### src/rtl/wdalm_pkg.sv
package wdalm_pkg;
    typedef enum logic [1:0] {
        ST_OFF,
        ST_COUNT,
        ST_EXPIRED,
        ST_PULSE
    } wd_state_e;

    // control register layout, bit 3 down to bit 0
    typedef struct packed {
        logic irq_en;
        logic irq_sel;
        logic wd_mode;
        logic run_en;
    } ctrl_t;

    localparam int ADDR_CTRL = 3;
    localparam int ADDR_STAT = 4;
endpackage

### src/rtl/wdalm_edge_sync.sv
module wdalm_edge_sync #(
    parameter int STAGES = 2
) (
    input  logic clk,
    input  logic rst_n,
    input  logic async_in,
    output logic rise
);
    logic [STAGES:0] shreg;

    always_ff @(posedge clk or negedge rst_n) begin
        if (!rst_n) shreg <= '0;
        else        shreg <= {shreg[STAGES-1:0], async_in};
    end

    assign rise = shreg[STAGES-1] & ~shreg[STAGES];
endmodule

### src/rtl/wdalm_pulse_timer.sv
module wdalm_pulse_timer #(
    parameter int TICKS = 1024
) (
    input  logic clk,
    input  logic rst_n,
    input  logic start,
    input  logic tick,
    output logic done
);
    localparam int CW = (TICKS > 1) ? $clog2(TICKS) : 1;
    localparam logic [CW-1:0] LAST = CW'(TICKS - 1);

    logic          active;
    logic [CW-1:0] cnt;

    assign done = active && tick && (cnt == LAST);

    always_ff @(posedge clk or negedge rst_n) begin
        if (!rst_n) begin
            active <= 1'b0;
            cnt    <= '0;
        end else if (start) begin
            active <= 1'b1;
            cnt    <= '0;
        end else if (done) begin
            active <= 1'b0;
            cnt    <= '0;
        end else if (active && tick) begin
            cnt <= cnt + 1'b1;
        end
    end
endmodule

### src/rtl/wdalm_fsm.sv
module wdalm_fsm
    import wdalm_pkg::*;
#(
    parameter int CNT_W = 24
) (
    input  logic             clk,
    input  logic             rst_n,
    input  logic             tick_slow,
    input  logic             tick_fast,
    input  ctrl_t            ctrl_nx,
    input  logic [CNT_W-1:0] seed_nx,
    input  logic             seed_wr,
    input  logic             en_rise,
    input  logic             cnt_rd,
    input  logic             strobe_rise,
    input  logic             pulse_done,
    output wd_state_e        state,
    output logic             expire,
    output logic             pulse_start,
    output logic             in_pulse
);
    localparam logic [CNT_W-1:0] ONE = CNT_W'(1);

    wd_state_e        st_q, st_d;
    logic [CNT_W-1:0] cnt_q, cnt_d;
    logic             pend_q, pend_d;
    logic             fire, go_pulse;

    logic wd, step, keep_on, reload, armed;
    assign wd      = ctrl_nx.wd_mode;
    assign step    = wd ? tick_fast : tick_slow;
    assign keep_on = ctrl_nx.run_en && (seed_nx != '0);
    assign reload  = seed_wr || (wd && (cnt_rd || strobe_rise));
    assign armed   = ctrl_nx.irq_sel && ctrl_nx.irq_en;

    // next-state and count logic
    always_comb begin
        st_d     = st_q;
        cnt_d    = cnt_q;
        pend_d   = pend_q;
        fire     = 1'b0;
        go_pulse = 1'b0;
        unique case (st_q)
            ST_OFF: begin
                if (en_rise && seed_nx != '0) begin
                    st_d  = ST_COUNT;
                    cnt_d = seed_nx;
                end
            end
            ST_COUNT: begin
                if (!keep_on) begin
                    st_d = ST_OFF;
                end else if (reload) begin
                    cnt_d = seed_nx;
                end else if (step) begin
                    if (cnt_q == ONE) begin
                        fire = 1'b1;
                        if (!wd) begin
                            cnt_d = seed_nx;
                        end else begin
                            cnt_d = '0;
                            if (armed) begin
                                st_d     = ST_PULSE;
                                go_pulse = 1'b1;
                                pend_d   = 1'b0;
                            end else begin
                                st_d = ST_EXPIRED;
                            end
                        end
                    end else begin
                        cnt_d = cnt_q - 1'b1;
                    end
                end
            end
            ST_EXPIRED: begin
                if (!keep_on) begin
                    st_d = ST_OFF;
                end else if (reload) begin
                    st_d  = ST_COUNT;
                    cnt_d = seed_nx;
                end
            end
            ST_PULSE: begin
                if (reload) begin
                    cnt_d  = seed_nx;
                    pend_d = 1'b1;
                end
                if (pulse_done) begin
                    if (!keep_on)              st_d = ST_OFF;
                    else if (pend_q || reload) st_d = ST_COUNT;
                    else                       st_d = ST_EXPIRED;
                end
            end
            default: st_d = ST_OFF;
        endcase
    end

    // state register
    always_ff @(posedge clk or negedge rst_n) begin
        if (!rst_n) begin
            st_q   <= ST_OFF;
            cnt_q  <= '0;
            pend_q <= 1'b0;
        end else begin
            st_q   <= st_d;
            cnt_q  <= cnt_d;
            pend_q <= pend_d;
        end
    end

    // outputs
    always_comb begin
        state       = st_q;
        expire      = fire;
        pulse_start = go_pulse;
        in_pulse    = (st_q == ST_PULSE);
    end
endmodule

### src/rtl/wdalm_timer.sv
module wdalm_timer
    import wdalm_pkg::*;
#(
    parameter int CNT_W       = 24,
    parameter int PULSE_TICKS = 1024,
    parameter int SYNC_STAGES = 2
) (
    input  logic       clk,
    input  logic       rst_n,
    input  logic       tick_1hz,
    input  logic       tick_4khz,
    input  logic       wd_strobe,
    input  logic       wr_en,
    input  logic       rd_en,
    input  logic [2:0] addr,
    input  logic [7:0] wr_data,
    output logic [7:0] rd_data,
    output logic       irq_pull
);
    localparam int NBYTES = CNT_W / 8;

    logic [CNT_W-1:0] seed_q, seed_nx;
    ctrl_t            ctrl_q, ctrl_nx;
    logic             flag_q, flag_d;

    logic wr_ctrl, wr_stat, seed_wr, cnt_rd, en_rise;
    logic strobe_rise, pulse_done, pulse_start, expire, in_pulse;
    wd_state_e fsm_state;
    logic [3:0] unused_wr_hi;

    assign wr_ctrl = wr_en && (addr == 3'(ADDR_CTRL));
    assign wr_stat = wr_en && (addr == 3'(ADDR_STAT));
    assign seed_wr = wr_en && (int'(addr) < NBYTES);
    assign cnt_rd  = rd_en && (int'(addr) < NBYTES);
    assign ctrl_nx = wr_ctrl ? ctrl_t'(wr_data[3:0]) : ctrl_q;
    assign en_rise = wr_ctrl && wr_data[0] && !ctrl_q.run_en;
    assign unused_wr_hi = wr_data[7:4];

    for (genvar b = 0; b < NBYTES; b++) begin : g_seed
        assign seed_nx[b*8 +: 8] = (wr_en && int'(addr) == b) ? wr_data
                                                              : seed_q[b*8 +: 8];
    end

    always_comb begin
        flag_d = flag_q;
        if (wr_stat && !wr_data[0] && !in_pulse) flag_d = 1'b0;
        if (pulse_done)                          flag_d = 1'b0;
        if (expire)                              flag_d = 1'b1;
    end

    always_ff @(posedge clk or negedge rst_n) begin
        if (!rst_n) begin
            seed_q <= '0;
            ctrl_q <= '0;
            flag_q <= 1'b0;
        end else begin
            seed_q <= seed_nx;
            ctrl_q <= ctrl_nx;
            flag_q <= flag_d;
        end
    end

    always_comb begin
        rd_data = '0;
        if (int'(addr) < NBYTES) rd_data = seed_q[int'(addr)*8 +: 8];
        else if (addr == 3'(ADDR_CTRL)) rd_data = {4'b0, ctrl_q};
        else if (addr == 3'(ADDR_STAT)) rd_data = {7'b0, flag_q};
    end

    assign irq_pull = in_pulse ||
                      (!ctrl_q.wd_mode && flag_q && ctrl_q.irq_sel && ctrl_q.irq_en);

    wdalm_edge_sync #(.STAGES(SYNC_STAGES)) u_sync (
        .clk(clk), .rst_n(rst_n), .async_in(wd_strobe), .rise(strobe_rise)
    );

    wdalm_pulse_timer #(.TICKS(PULSE_TICKS)) u_pulse (
        .clk(clk), .rst_n(rst_n), .start(pulse_start), .tick(tick_4khz),
        .done(pulse_done)
    );

    wdalm_fsm #(.CNT_W(CNT_W)) u_fsm (
        .clk(clk), .rst_n(rst_n), .tick_slow(tick_1hz), .tick_fast(tick_4khz),
        .ctrl_nx(ctrl_nx), .seed_nx(seed_nx), .seed_wr(seed_wr),
        .en_rise(en_rise), .cnt_rd(cnt_rd), .strobe_rise(strobe_rise),
        .pulse_done(pulse_done), .state(fsm_state), .expire(expire),
        .pulse_start(pulse_start), .in_pulse(in_pulse)
    );
endmodule

### config.mk
export PLATFORM = sky130hd
export DESIGN_NAME = wdalm_timer
export DESIGN_NICKNAME = d
export VERILOG_FILES = /design/src/rtl/wdalm_pkg.sv /design/src/rtl/wdalm_edge_sync.sv /design/src/rtl/wdalm_pulse_timer.sv /design/src/rtl/wdalm_fsm.sv /design/src/rtl/wdalm_timer.sv
export SDC_FILE = /design/constraint.sdc
export NUM_CORES = 1
export LEC_CHECK = 0
export BUFFER_PORTS_ARGS = -buffer_cell sky130_fd_sc_hd__buf_2
export CAP_MARGIN = 25
export CORE_MARGIN = 4
export CORE_UTILIZATION = 55
export DETAILED_ROUTE_END_ITERATION = 10
export GPL_TIMING_DRIVEN = 1
export PLACE_DENSITY = 0.8
export SYNTH_ARGS = -nofsm -noshare
export SYNTH_HDL_FRONTEND = slang
export SYNTH_SLANG_ARGS = --single-unit
### constraint.sdc
create_clock -name clk -period 2.8 [get_ports clk]
set_clock_uncertainty 0.05 [all_clocks]
set_input_delay 0.14 -clock clk [delete_from_list [all_inputs] [get_ports clk]]
set_output_delay 0.14 -clock clk [all_outputs]
set_load 0.05 [all_outputs]
==> results of run 1 <==
-- worst max-delay path, cell delays in order (launching register included) --
cell     delay [ns]
dfrtp_1        0.40
or4_4          0.57
or4_4          0.52
nor3_4         0.18
buf_6          0.15
nand3_2        0.09
or4_4          0.48
a21o_1         0.18
-- cells in the final DEF, fill, tap and decap left out, types with 4 or more instances in the layout --
cell type and count:
mux2i_1 8, a21o_1 5, a32o_1 6, a211oi_1 5, nand2b_1 5, o32ai_1 5
o22ai_1 11, nand3_1 8, a31oi_1 11, a32oi_1 10, a22o_1 5, nor3_1 27
nor2b_1 4, nand4_1 10, inv_1 18, xor2_1 4, o21ai_0 11, a21oi_1 13
buf_2 26, buf_4 23, dfrtp_1 69, nand2_1 37, o2bb2ai_1 10, nor2_1 40
mux2_2 25, nor4_1 7, a22oi_1 9, clkbuf_8 9
-- synthesized netlist by cell type (7+ instances only) --
cell type / instances / area [um2]
a32oi_1: 10 / 87.58
o22ai_1: 12 / 75.07
a21oi_1: 13 / 65.06
nand4_1: 10 / 62.56
o2bb2ai_1: 10 / 87.58
nand2_1: 37 / 138.9
a31oi_1: 11 / 68.82
nor4_1: 7 / 43.79
buf_2: 11 / 55.05
o21ai_0: 11 / 55.05
inv_1: 19 / 71.32
mux2i_1: 8 / 80.08
a22oi_1: 9 / 67.56
nor3_1: 27 / 135.1
mux2_2: 25 / 281.5
nand3_1: 8 / 40.04
nor2_1: 40 / 150.1
dfrtp_1: 70 / 1752
-- state kept, by name, summed over array words and instances, names as in the netlist --
| signal | flops |
|---|---|
| seed_q | 24 |
| u_fsm.cnt_q | 24 |
| u_pulse.cnt | 10 |
| ctrl_q | 4 |
| u_sync.shreg | 3 |
| u_fsm.state | 2 |
| flag_q | 1 |
| u_fsm.pend_q | 1 |
| u_pulse.active | 1 |
-- cells by family after synthesis --
| family | Yosys count | share of synthesized area [%] |
|---|---|---|
| fa+ha+maj | 3 | 0.8697 |
| buf+inv | 41 | 4.319 |
| flops | 70 | 40.58 |
| xor+xnor | 7 | 1.420 |
| compound gates | 118 | 20.55 |
| mux | 38 | 10.52 |
| simple gates | 172 | 21.74 |
-- layer usage --
layer / up-vias / GRT usage, %
li1: 1815 / -
met1: 1954 / 35.40
met2: 221 / 42.70
met3: 40 / 5.345
met4: 0 / 9.579
met5: - / 0
-- stage by stage --
| stage | cell area (um2) | utilization [%] | std cells | worst slack (ns) |
|---|---|---|---|---|
| floorplan | 4317 | - | 449 | 0.1647 |
| global placement | 4657 | 60.58 | 578 | 0.1105 |
| detailed placement | 4657 | 60.58 | 578 | 0.06483 |
| CTS | 4852 | 63.12 | 596 | 0.04995 |
| global route | 4901 | 63.75 | 600 | 0.003550 |
| finish | 4901 | 63.75 | 600 | 0.07882 |
-- power breakdown --
group / internal [W] / switching (W)
Combinational: 0.000586 / 0.000806
Clock: 0.000322 / 0.000413
Sequential: 0.00128 / 0.000256
-- how the worst max path moves through the flow --
stage | endpoint | slack [ns] | cells past startpoint | from
after floorplan | u_fsm.pend_q | 0.16 | 8 | u_fsm.cnt_q[1]
after global placement | u_fsm.pend_q | 0.11 | 8 | u_fsm.cnt_q[1]
after detailed placement | u_fsm.pend_q | 0.06 | 8 | u_fsm.cnt_q[1]
after CTS | u_fsm.pend_q | 0.05 | 8 | u_fsm.cnt_q[1]
after global routing | u_fsm.pend_q | 0.004 | 9 | u_fsm.cnt_q[1]
final | u_fsm.pend_q | 0.08 | 7 | u_fsm.cnt_q[15]
-- timing repair --
| action | 4_1_cts | 5_1_grt |
|---|---|---|
| setup buffers | 0 | 4 |
| resized for setup | 0 | 7 |
| hold endpoints to repair | 36 | 0 |
| hold buffers | 2 | 0 |
| endpoints found under the setup margin | 0 | 11 |
-- area by class of cell --
class	count	area share, %
clock buffers	9	2.527
clock inverters	7	1.047
inverters	19	1.455
multi-input cells	338	48.74
flip-flops and latches	70	35.77
well taps	102	2.604
repair buffers	55	7.863
==> summary.md, run 1 <==
| Metric | Value |
|---|---|
| Outcome | completed |
| Clk sinks | 70 |
| Worst hold-check path type | input pin to flop |
| Period utilization | 97.19% |
| Startpoint Class | flop |
| MaxCap Viol Count | 0 |
| Via density | 6.717 |
| Critical Path Fanout Max | 6 |
| Reg clk slew, reported paths | 0.08 ns |
| GRT Util Overall | 26.48% |
| Post-Syn Area | 4317 um2 |
| Drt drc | 0 |
| Nets | 514 |
| Yosys warns | 0 |
| Post-synth EDFFs | 0 |
| Met2 wire length | 5732 um |
| Worst-skew pair later-pin latency | 0.35 ns |
| Share of cells above drive strength 1 | 23.09% |
| Pleak | 2.094 nW |
| Htree depth | 3 |
| Multi-input gate area | 2389 um2 |
| DR WL/cell | 20.13 um |
| First-pass GRT wire length | 18,730 um |
| Initial antenna violation count | 0 |
| Met3 routed WL | 956 um |
| M1 wire length | 5035 um |
| FFs w/ async S/R, synth | 100.0% |
| Worst Hold Endpoint | ctrl_q[2] |
| TritonCTS clock tree | built |
| DRT Pass-1 Iters | 6 |
| # setup viols final | 0 |
| GP Congestion | 0.9221 |
| CP Capture Type | flop |
| FMAX | 0.3675 GHz |
| PwrDens | 746.5 nW/um2 |
| Shortest period the worst path allows | 2.721 ns |
| Dominant synthesized flop cell | dfrtp_1 |
| Num rows | 32 |
| RR Endpoint | u_fsm.pend_q |
| Hold_ws | 0.05134 ns |
| Instance count of the mapped netlist | 449 |
| Peak supply drop | 0.0002693 V |
| Routed Antenna Nets | 0 |
| Setup_tns | 0 ns |
| Synth Net Count | 470 |
| Die height | 96.59 um |
| CTS Buf Count | 9 |
| Flop2flop setup slack | 0.08 ns |
| Hold path start | wr_data[2] |
| Final WL | 12,080 um |
| IO Pins | 27 |
| Initial drt markers | 479 |
| Critical path class | flop to flop |
| CP arrival | 2.92 ns |
| Die width | 96.59 um |
| Hold path depth | 3 |
| Sequential standard cell area | 1753 um2 |
| Max Used Layer | met4 |
| Register bit total from synthesis | 70 |
| Hold Vio Cnt, Final | 0 |
| Die area | 9330 um2 |
| Unrepaired setup endpoints after global routing | no |
| Hpwl dp | 8770 um |
| Power Total | 0.003658 W |
| Relative slew slack | 45.22% |
| Worst R2R Path Depth | 7 |
| Synthesized area per cell | 9.614 um2 |
| Max Slew Vio Count | 0 |
| Vias | 4,030 |
| Initial core utilization | 56.15% |
| Clk buf depth | 2 |
| Critical Path RT | 2.99 ns |
| Gr ovfl total | 0 |
| PortBufs | 26 |
| Root buffer cell | clkbuf_8 |
| Count of different cell masters after synthesis | 66 |
| Vias in the first global route | 3,698 |
| Largest net degree at the start of global routing | 38 |
| Fillcell total | 617 |
| Core box area | 7687 um2 |
| # diodes | 0 |
| Sequential fraction of the synthesis area | 40.58% |
| FF-to-FF Start | u_fsm.cnt_q[15] |
| Area delta synth->final | 13.54% |
| Worst-Margin Slew | 0.8208 ns |
(Power assumes the default switching activity.)
==> run 2, diff against run 1 <==
- SLEW_MARGIN: default -> 15
- clock period: 2.8 -> 2.2 ns (I/O delays scaled with it)
==> run 2 against run 1 <==
  * The run now ends with setup timing left
  * First-iteration DRC count fell by 4.6%
  * Sequential cell count did not move
  * Sequential power rose by 25%
  * Clock power rose by 39%
  * Critical endpoint is now u_fsm.cnt_q[16]
==> summary.md, run 2 (same netlist as run 1, synthesis figures left out) <==
| Metric | Value |
|---|---|
| DR WL/cell | 20.78 um (+3.3%) |
| IO Pins | 27 (unchanged) |
| Die width | 96.59 um (unchanged) |
| Final setup margin | -0.4966 ns (-0.5754 ns) |
| Vias | 4,489 (+11%) |
| Num rows | 32 (unchanged) |
| Sw power | 0.002150 W (+46%) |
| Worst-skew pair later-pin latency | 0.35 ns (about the same) |
| PwrDens | 955.4 nW/um2 (+28%) |
| Hold_ws | 0.07444 ns (+0.02310 ns) |
| FMAX | 0.3708 GHz (+0.91%) |
| Largest net degree at the start of global routing | 45 (+18%) |
| Root buffer cell | clkbuf_8 |
| Via density | 6.525 (-2.9%) |
| Clk buf depth | 2 (unchanged) |
| Critical path class | flop to flop |
| Reg clk slew, reported paths | 0.08 ns (about the same) |
| Clk sinks | 70 (unchanged) |
| TritonCTS clock tree | built |
| Placed Area | 5298 um2 (+14%) |
| Initial drt markers | 457 (-4.6%) |
| RR Endpoint | u_fsm.cnt_q[16] |
| Peak supply drop | 0.0005144 V (+91%) |
| MaxCap Viol Count | 0 (unchanged) |
| Met2 Usage GRT | 49.77% (+7.1 points) |
| Worst R2R Path Depth | 10 (+3) |
| Commonest non-fill, non-tap cell in the layout | buf_4 |
| Int Power | 0.003479 W (+59%) |
| Crit path cell chain | inv_2 > ha_4 > or4b_4 > or4_4 > nor3_4 > buf_4 > a21o_4 > bufbuf_16 > a32oi_1 > o22ai_1 |
| Core box area | 7687 um2 (unchanged) |
| Core Util, Final | 76.64% (+13 points) |
| Gate power share | 47.8% (+9.8 points) |
| Drt drc | 0 (unchanged) |
| Worst Setup SP | u_fsm.cnt_q[1] |
| Die height | 96.59 um (unchanged) |
| Commonest non-fill, non-tap cells in the layout | 104 x buf_4, 70 x dfrtp_1, 37 x nand2_1, 37 x nor2_1, 26 x buf_2 |
| Relative slew slack | 42.76% (-2.5 points) |
| Grt peak-use layer | met2 |
| FF-to-FF Start | u_fsm.cnt_q[1] |
| Nets | 603 (+17%) |
| Die area | 9330 um2 (unchanged) |
| GRT Util Overall | 30.84% (+4.4 points) |
| # setup viols final | 36 (+36) |
| Critical Path Fanout Max | 8 (+2) |
| CP endpoint | u_fsm.cnt_q[16] |
| Outcome | finished, violations left |
| Failing checks | setup timing |
| Share of cells above drive strength 1 | 40.10% (+17 points) |
| Final WL | 14,300 um (+18%) |
| GP Congestion | 0.9568 (+3.8%) |
| Max Slew Vio Count | 0 (unchanged) |
| CP Capture Type | flop |
| Startpoint Class | flop |
| CTS Buf Count | 9 (unchanged) |
| CP peak stage delay | 0.46 ns (-0.11 ns) |
| Power share of the sequential group | 34.0% (-7.9 points) |
| Area delta synth->final | 36.49% |
| # diodes | 0 (unchanged) |
| Worst-Margin Slew | 0.8568 ns (+0.03601 ns) |
| CP max-delay cell | or4b_4 |
| Layout Cells excl Fill | 688 (+15%) |
| First-pass GRT wire length | 21,620 um (+15%) |
| CP arrival | 2.90 ns (-0.02 ns) |
| Worst hold-check path type | input pin to flop |
| GRT met3 Usage | 6.662% (+1.3 points) |
| Vias in the first global route | 4,248 (+15%) |
| PortBufs | 26 (unchanged) |
| Initial antenna violation count | 0 (unchanged) |
| Initial core utilization | 56.15% (unchanged) |
| Switching portion of total power | 38.20% (-2.1 points) |
| Shortest period the worst path allows | 2.697 ns (-0.02460 ns) |
| Gr ovfl total | 0 (unchanged) |
| Pleak | 2.605 nW (+24%) |
| Grt met1 use | 39.78% (+4.4 points) |
| Setup_tns | -14.89 ns (-14.89 ns) |
| Post-route cell area | 5892 um2 (+20%) |
| Hold Vio Cnt, Final | 0 (unchanged) |
| Clock Power Share | 18.2% (-1.9 points) |
| Htree depth | 3 (unchanged) |
| Period utilization | 122.6% (+25 points) |
| Unrepaired setup endpoints after global routing | yes |
| Regs by FF count | seed_q (24), u_fsm.cnt_q (24), u_pulse.cnt (10) |
| Hpwl dp | 9678 um (+10%) |
| Critical Path RT | 2.41 ns (-0.58 ns) |
| Cells after DPL | 651 (+13%) |
| Routed Antenna Nets | 0 (unchanged) |
| DRT Pass-1 Iters | 6 (unchanged) |
| Flop2flop setup slack | -0.50 ns (-0.58 ns) |
run 2: changes by cell type in the layout (fill, tap and decap cells not counted), moves of 3 or more:
cell | before | now
a21oi_1 | 13 | 10
a21oi_2 | 0 | 3
a22oi_1 | 9 | 3
a22oi_2 | 0 | 6
buf_12 | 2 | 5
buf_4 | 23 | 104
clkinv_4 | 3 | 0
nor2_1 | 40 | 37
nor3_1 | 27 | 21
nor3_2 | 0 | 6
run 2: repair_timing:
item	CTS	global route
setup buffers	17	2
resized for setup	20	21
endpoints found under the setup margin	39	39
pin swaps	14	5
hold buffers	2	0
endpoints found under the hold margin	27	0
cloned	2	0
run 2: worst min path at each step:
stage	slack (ns)	cells past startpoint	startpoint	endpoint
after global placement	0.10	1	rst_n	seed_q[20]
after CTS	0.07	4	wr_data[3]	ctrl_q[3]
after detailed placement	0.12	1	rst_n	seed_q[21]
final	0.07	4	wr_data[3]	ctrl_q[3]
after floorplan	-0.24	0	rst_n	ctrl_q[0]
after global routing	0.1	4	wr_data[3]	ctrl_q[3]
run 2: layout make-up:
type | count | area, um2
clock buffer | 11 | 141.4
fill | 475 | 1795
multi-input combinational | 338 | 2596
inverter | 19 | 71.32
timing repair buffer | 144 | 1156
clock inverter | 4 | 47.55
tap | 102 | 127.6
sequential | 70 | 1752
run 2: layer usage:
| metal | part of all wire, % | wire length [um] |
|---|---|---|
| met5 | 0 | 0 |
| met4 | 3.5 | 505 |
| met2 | 48 | 6813 |
| met1 | 40 | 5701 |
| met3 | 8.9 | 1276 |
run 2: critical path, delay by kind of cell (launching register included):
kind	cells	cell delay, ns
and+or+nand+nor	3	1.09
DFF	1	0.40
adders and majority gates	1	0.13
buffers and inverters	3	0.53
AOI/OAI and AO/OA	3	0.42
run 2: per-stage QoR:
stage          total power (W)  worst slack, ns
2_1_floorplan         0.003158          -0.3297
3_3_place_gp          0.004044          -0.4058
3_5_place_dp          0.004126          -0.5046
4_1_cts               0.005385          -0.3888
5_1_grt               0.005894          -0.5843
6_report              0.005629          -0.4966
run 2: power groups by stage:
stage | Clock [W] | Combinational (W) | Sequential [W]
floorplan | 0 | 0.00130 | 0.00185
global route | 0.00110 | 0.00285 | 0.00195
detailed placement | 0 | 0.00225 | 0.00188
finish | 0.00102 | 0.00269 | 0.00191
global placement | 0 | 0.00218 | 0.00186
CTS | 0.00102 | 0.00249 | 0.00187
==> run 3, diff against run 2 <==
- ABC_AREA: default -> 1
==> run 3 against run 2 <==
  * Synthesized cell count is 47% higher
  * Clock power is 41% higher
  * Total power increased by 12%
  * Fmax up 30%
  * Sequential power rose by 4%
  * Non-clock buffer count shrank 87
  * Cell area shrank 11%
  * The run now ends clean
  * Cell count up 19%
==> summary.md, run 3 <==
| Metric | Value |
|---|---|
| Outcome | completed |
| Initial core utilization | 57.44% (+1.3 points) |
| Worst-Margin Slew | 0.4152 ns (-0.4417 ns) |
| Placement-stage worst setup slack | 0.02088 ns (+0.5254 ns) |
| Post-synth top area cell | dfrtp_1 |
| Drt drc | 0 (unchanged) |
| Synth Net Count | 681 (+45%) |
| # diodes | 0 (unchanged) |
| Synthesized area per cell | 6.794 um2 (-29%) |
| CTS Buf Count | 9 (unchanged) |
| Routed Antenna Nets | 0 (unchanged) |
| Sequential fraction of the synthesis area | 39.06% (-1.5 points) |
| PwrDens | 1201 nW/um2 (+26%) |
| Commonest non-fill, non-tap cells in the layout | 263 x nand2_1, 70 x dfrtp_1, 63 x nor2_1 |
| DRT Pass-1 Iters | 5 (-1) |
| Register bit total from synthesis | 70 (unchanged) |
| Fillcell total | 687 (+45%) |
| Core box area | 7807 um2 (+1.6%) |
| Hpwl dp | 9206 um (-4.9%) |
| Yosys warns | 0 (unchanged) |
| DR WL/cell | 15.00 um (-28%) |
| CP arrival | 2.26 ns (-0.64 ns) |
| Worst hold-check path type | input pin to flop |
| Power Total | 0.006313 W (+12%) |
| Placed Area | 4908 um2 (-7.3%) |
| Sequential standard cell area | 1752 um2 (unchanged) |
| Nets | 732 (+21%) |
| # setup viols final | 0 (-100%) |
| Count leader, synth | nand2_1 |
| Vias | 4,538 (+1.1%) |
| Die width | 98.30 um (+1.8%) |
| IO Pins | 27 (unchanged) |
| First-pass GRT wire length | 20,560 um (-4.9%) |
| Share of cells above drive strength 1 | 15.22% (-25 points) |
| Post-synth EDFFs | 0 (unchanged) |
| Initial drt markers | 274 (-40%) |
| Critical path class | flop to flop |
| Root buffer cell | clkbuf_8 |
| Core Util, Final | 67.34% (-9.3 points) |
| TritonCTS clock tree | built |
| Dominant synthesized flop cell | dfrtp_1 |
| Gr ovfl total | 0 (unchanged) |
| Hold Vio Cnt, Final | 0 (unchanged) |
| Flop2flop setup slack | 0.12 ns (+0.61 ns) |
| Count of different cell masters after synthesis | 37 (-44%) |
| Relative slew slack | 72.26% (+30 points) |
| Vias in the first global route | 4,239 (-0.21%) |
| GP Congestion | 0.9725 (+1.6%) |
| Final setup margin | 0.1178 ns (+0.6143 ns) |
| Final WL | 12,270 um (-14%) |
| Post-route cell area | 5258 um2 (-11%) |
| MaxCap Viol Count | 0 (unchanged) |
| Top cells by count, synth | 263 x nand2_1, 73 x nor2_1, 70 x dfrtp_1, 56 x nand3_1, 46 x inv_1 |
| Reg clk slew, reported paths | 0.08 ns (about the same) |
| Period utilization | 94.65% (-28 points) |
| Max Slew Vio Count | 0 (unchanged) |
| Post-CTS Repair Setup Buffers | 0 (-17) |
| Die height | 98.30 um (+1.8%) |
| Via density | 5.548 (-15%) |
| Initial antenna violation count | 0 (unchanged) |
| CP Capture Type | flop |
| Regs by FF count | seed_q (24), u_fsm.cnt_q (24), u_pulse.cnt (10) |
| Clk sinks | 70 (unchanged) |
| Critical Path RT | 2.38 ns (-0.03 ns) |
| Multi-input gate area | 2501 um2 (-3.7%) |
| Clk buf depth | 2 (unchanged) |
| Num rows | 32 (unchanged) |
| Top-area cell type share of the netlist area | 39.06% (-1.5 points) |
| PortBufs | 26 (unchanged) |
| FMAX | 0.4803 GHz (+30%) |
| Htree depth | 3 (unchanged) |
| GRT Util Overall | 26.36% (-4.5 points) |
| Peak supply drop | 0.0005598 V (+8.8%) |
| Largest net degree at the start of global routing | 43 (-4.4%) |
| Instance count of the mapped netlist | 660 (+47%) |
| Pleak | 2.781 nW (+6.8%) |
| Critical Path Fanout Max | 19 (+11) |
| Shortest period the worst path allows | 2.082 ns (-0.6143 ns) |
| Area delta synth->final | 17.24% |
| Die area | 9662 um2 (+3.6%) |
| FFs w/ async S/R, synth | 100.0% (unchanged) |
| Commonest non-fill, non-tap cell in the layout | nand2_1 |
| Worst-skew pair later-pin latency | 0.35 ns (about the same) |
| Synth area leaders | dfrtp_1 39%, nand2_1 22%, nand3_1 6.3% |
| Startpoint Class | flop |
| Post-Syn Area | 4484 um2 (+3.9%) |
-- run 3: final timing paths --
path,startpoint,to,depth (start not counted)
worst max-delay path,u_fsm.cnt_q[12],u_pulse.cnt[7],10
worst min-delay path,wr_data[7],seed_q[15],3
worst max register to register,u_fsm.cnt_q[12],u_pulse.cnt[7],10
worst min register to register,u_sync.shreg[0],u_sync.shreg[1],0
max in group asynchronous,rst_n,u_fsm.cnt_q[1],3
min in group asynchronous,rst_n,seed_q[21],2
-- run 3: cell families after synthesis --
family | after synthesis | synth area share (%)
buf+inv | 68 | 6.417
xor+xnor | 21 | 4.102
compound gates | 43 | 5.692
simple gates | 455 | 43.89
fa+ha+maj | 3 | 0.8371
flops | 70 | 39.06
-- run 3: repair_timing --
action,in CTS,in global routing
endpoints found under the hold margin,71,0
gates resized for setup,0,16
setup endpoints to repair,0,19
hold buffers,2,0
-- run 3: per-stage QoR --
| step | hold WS (ns) | setup TNS [ns] | cells |
|---|---|---|---|
| after floorplan | -0.2356 | 0 | 660 |
| after global placement | -0.07621 | 0 | 800 |
| after detailed placement | -0.07465 | 0 | 800 |
| after CTS | 0.01656 | 0 | 818 |
| after global routing | 0.01718 | -0.02964 | 818 |
| final | 0.02447 | 0 | 818 |
-- run 3: final cells by class --
class	count	area share [%]
multi-input combinational	522	47.57
sequential	70	33.32
timing repair buffer	57	7.711
inverter	51	3.641
clock buffer	11	2.880
clock inverter	5	2.451
tap	102	2.427
-- run 3: worst max-delay path, cell delays in order, from the launching register on --
cell      delay (ns)
dfrtp_1         0.44
nor2_2          0.16
nand2_1         0.14
nor2_4          0.18
nand4_1         0.19
nand3b_1        0.22
nor2_1          0.13
nand4_2         0.13
buf_12          0.18
nand3_1         0.08
nand2_1         0.06
-- run 3: where the power goes --
part           internal, W  switching (W)
Clock             0.000932       0.000511
Sequential         0.00162       0.000350
Combinational      0.00103        0.00186
-- run 3: routing by layer --
metal | share of wire, % | global-route usage (%) | up-vias | wire length, um
li1 | - | - | 2237 | -
met1 | 45 | 35.69 | 2113 | 5570
met2 | 47 | 42.69 | 167 | 5748
met3 | 5.7 | 4.214 | 21 | 702
met4 | 2.0 | 9.874 | 0 | 246
met5 | 0 | 0 | - | 0
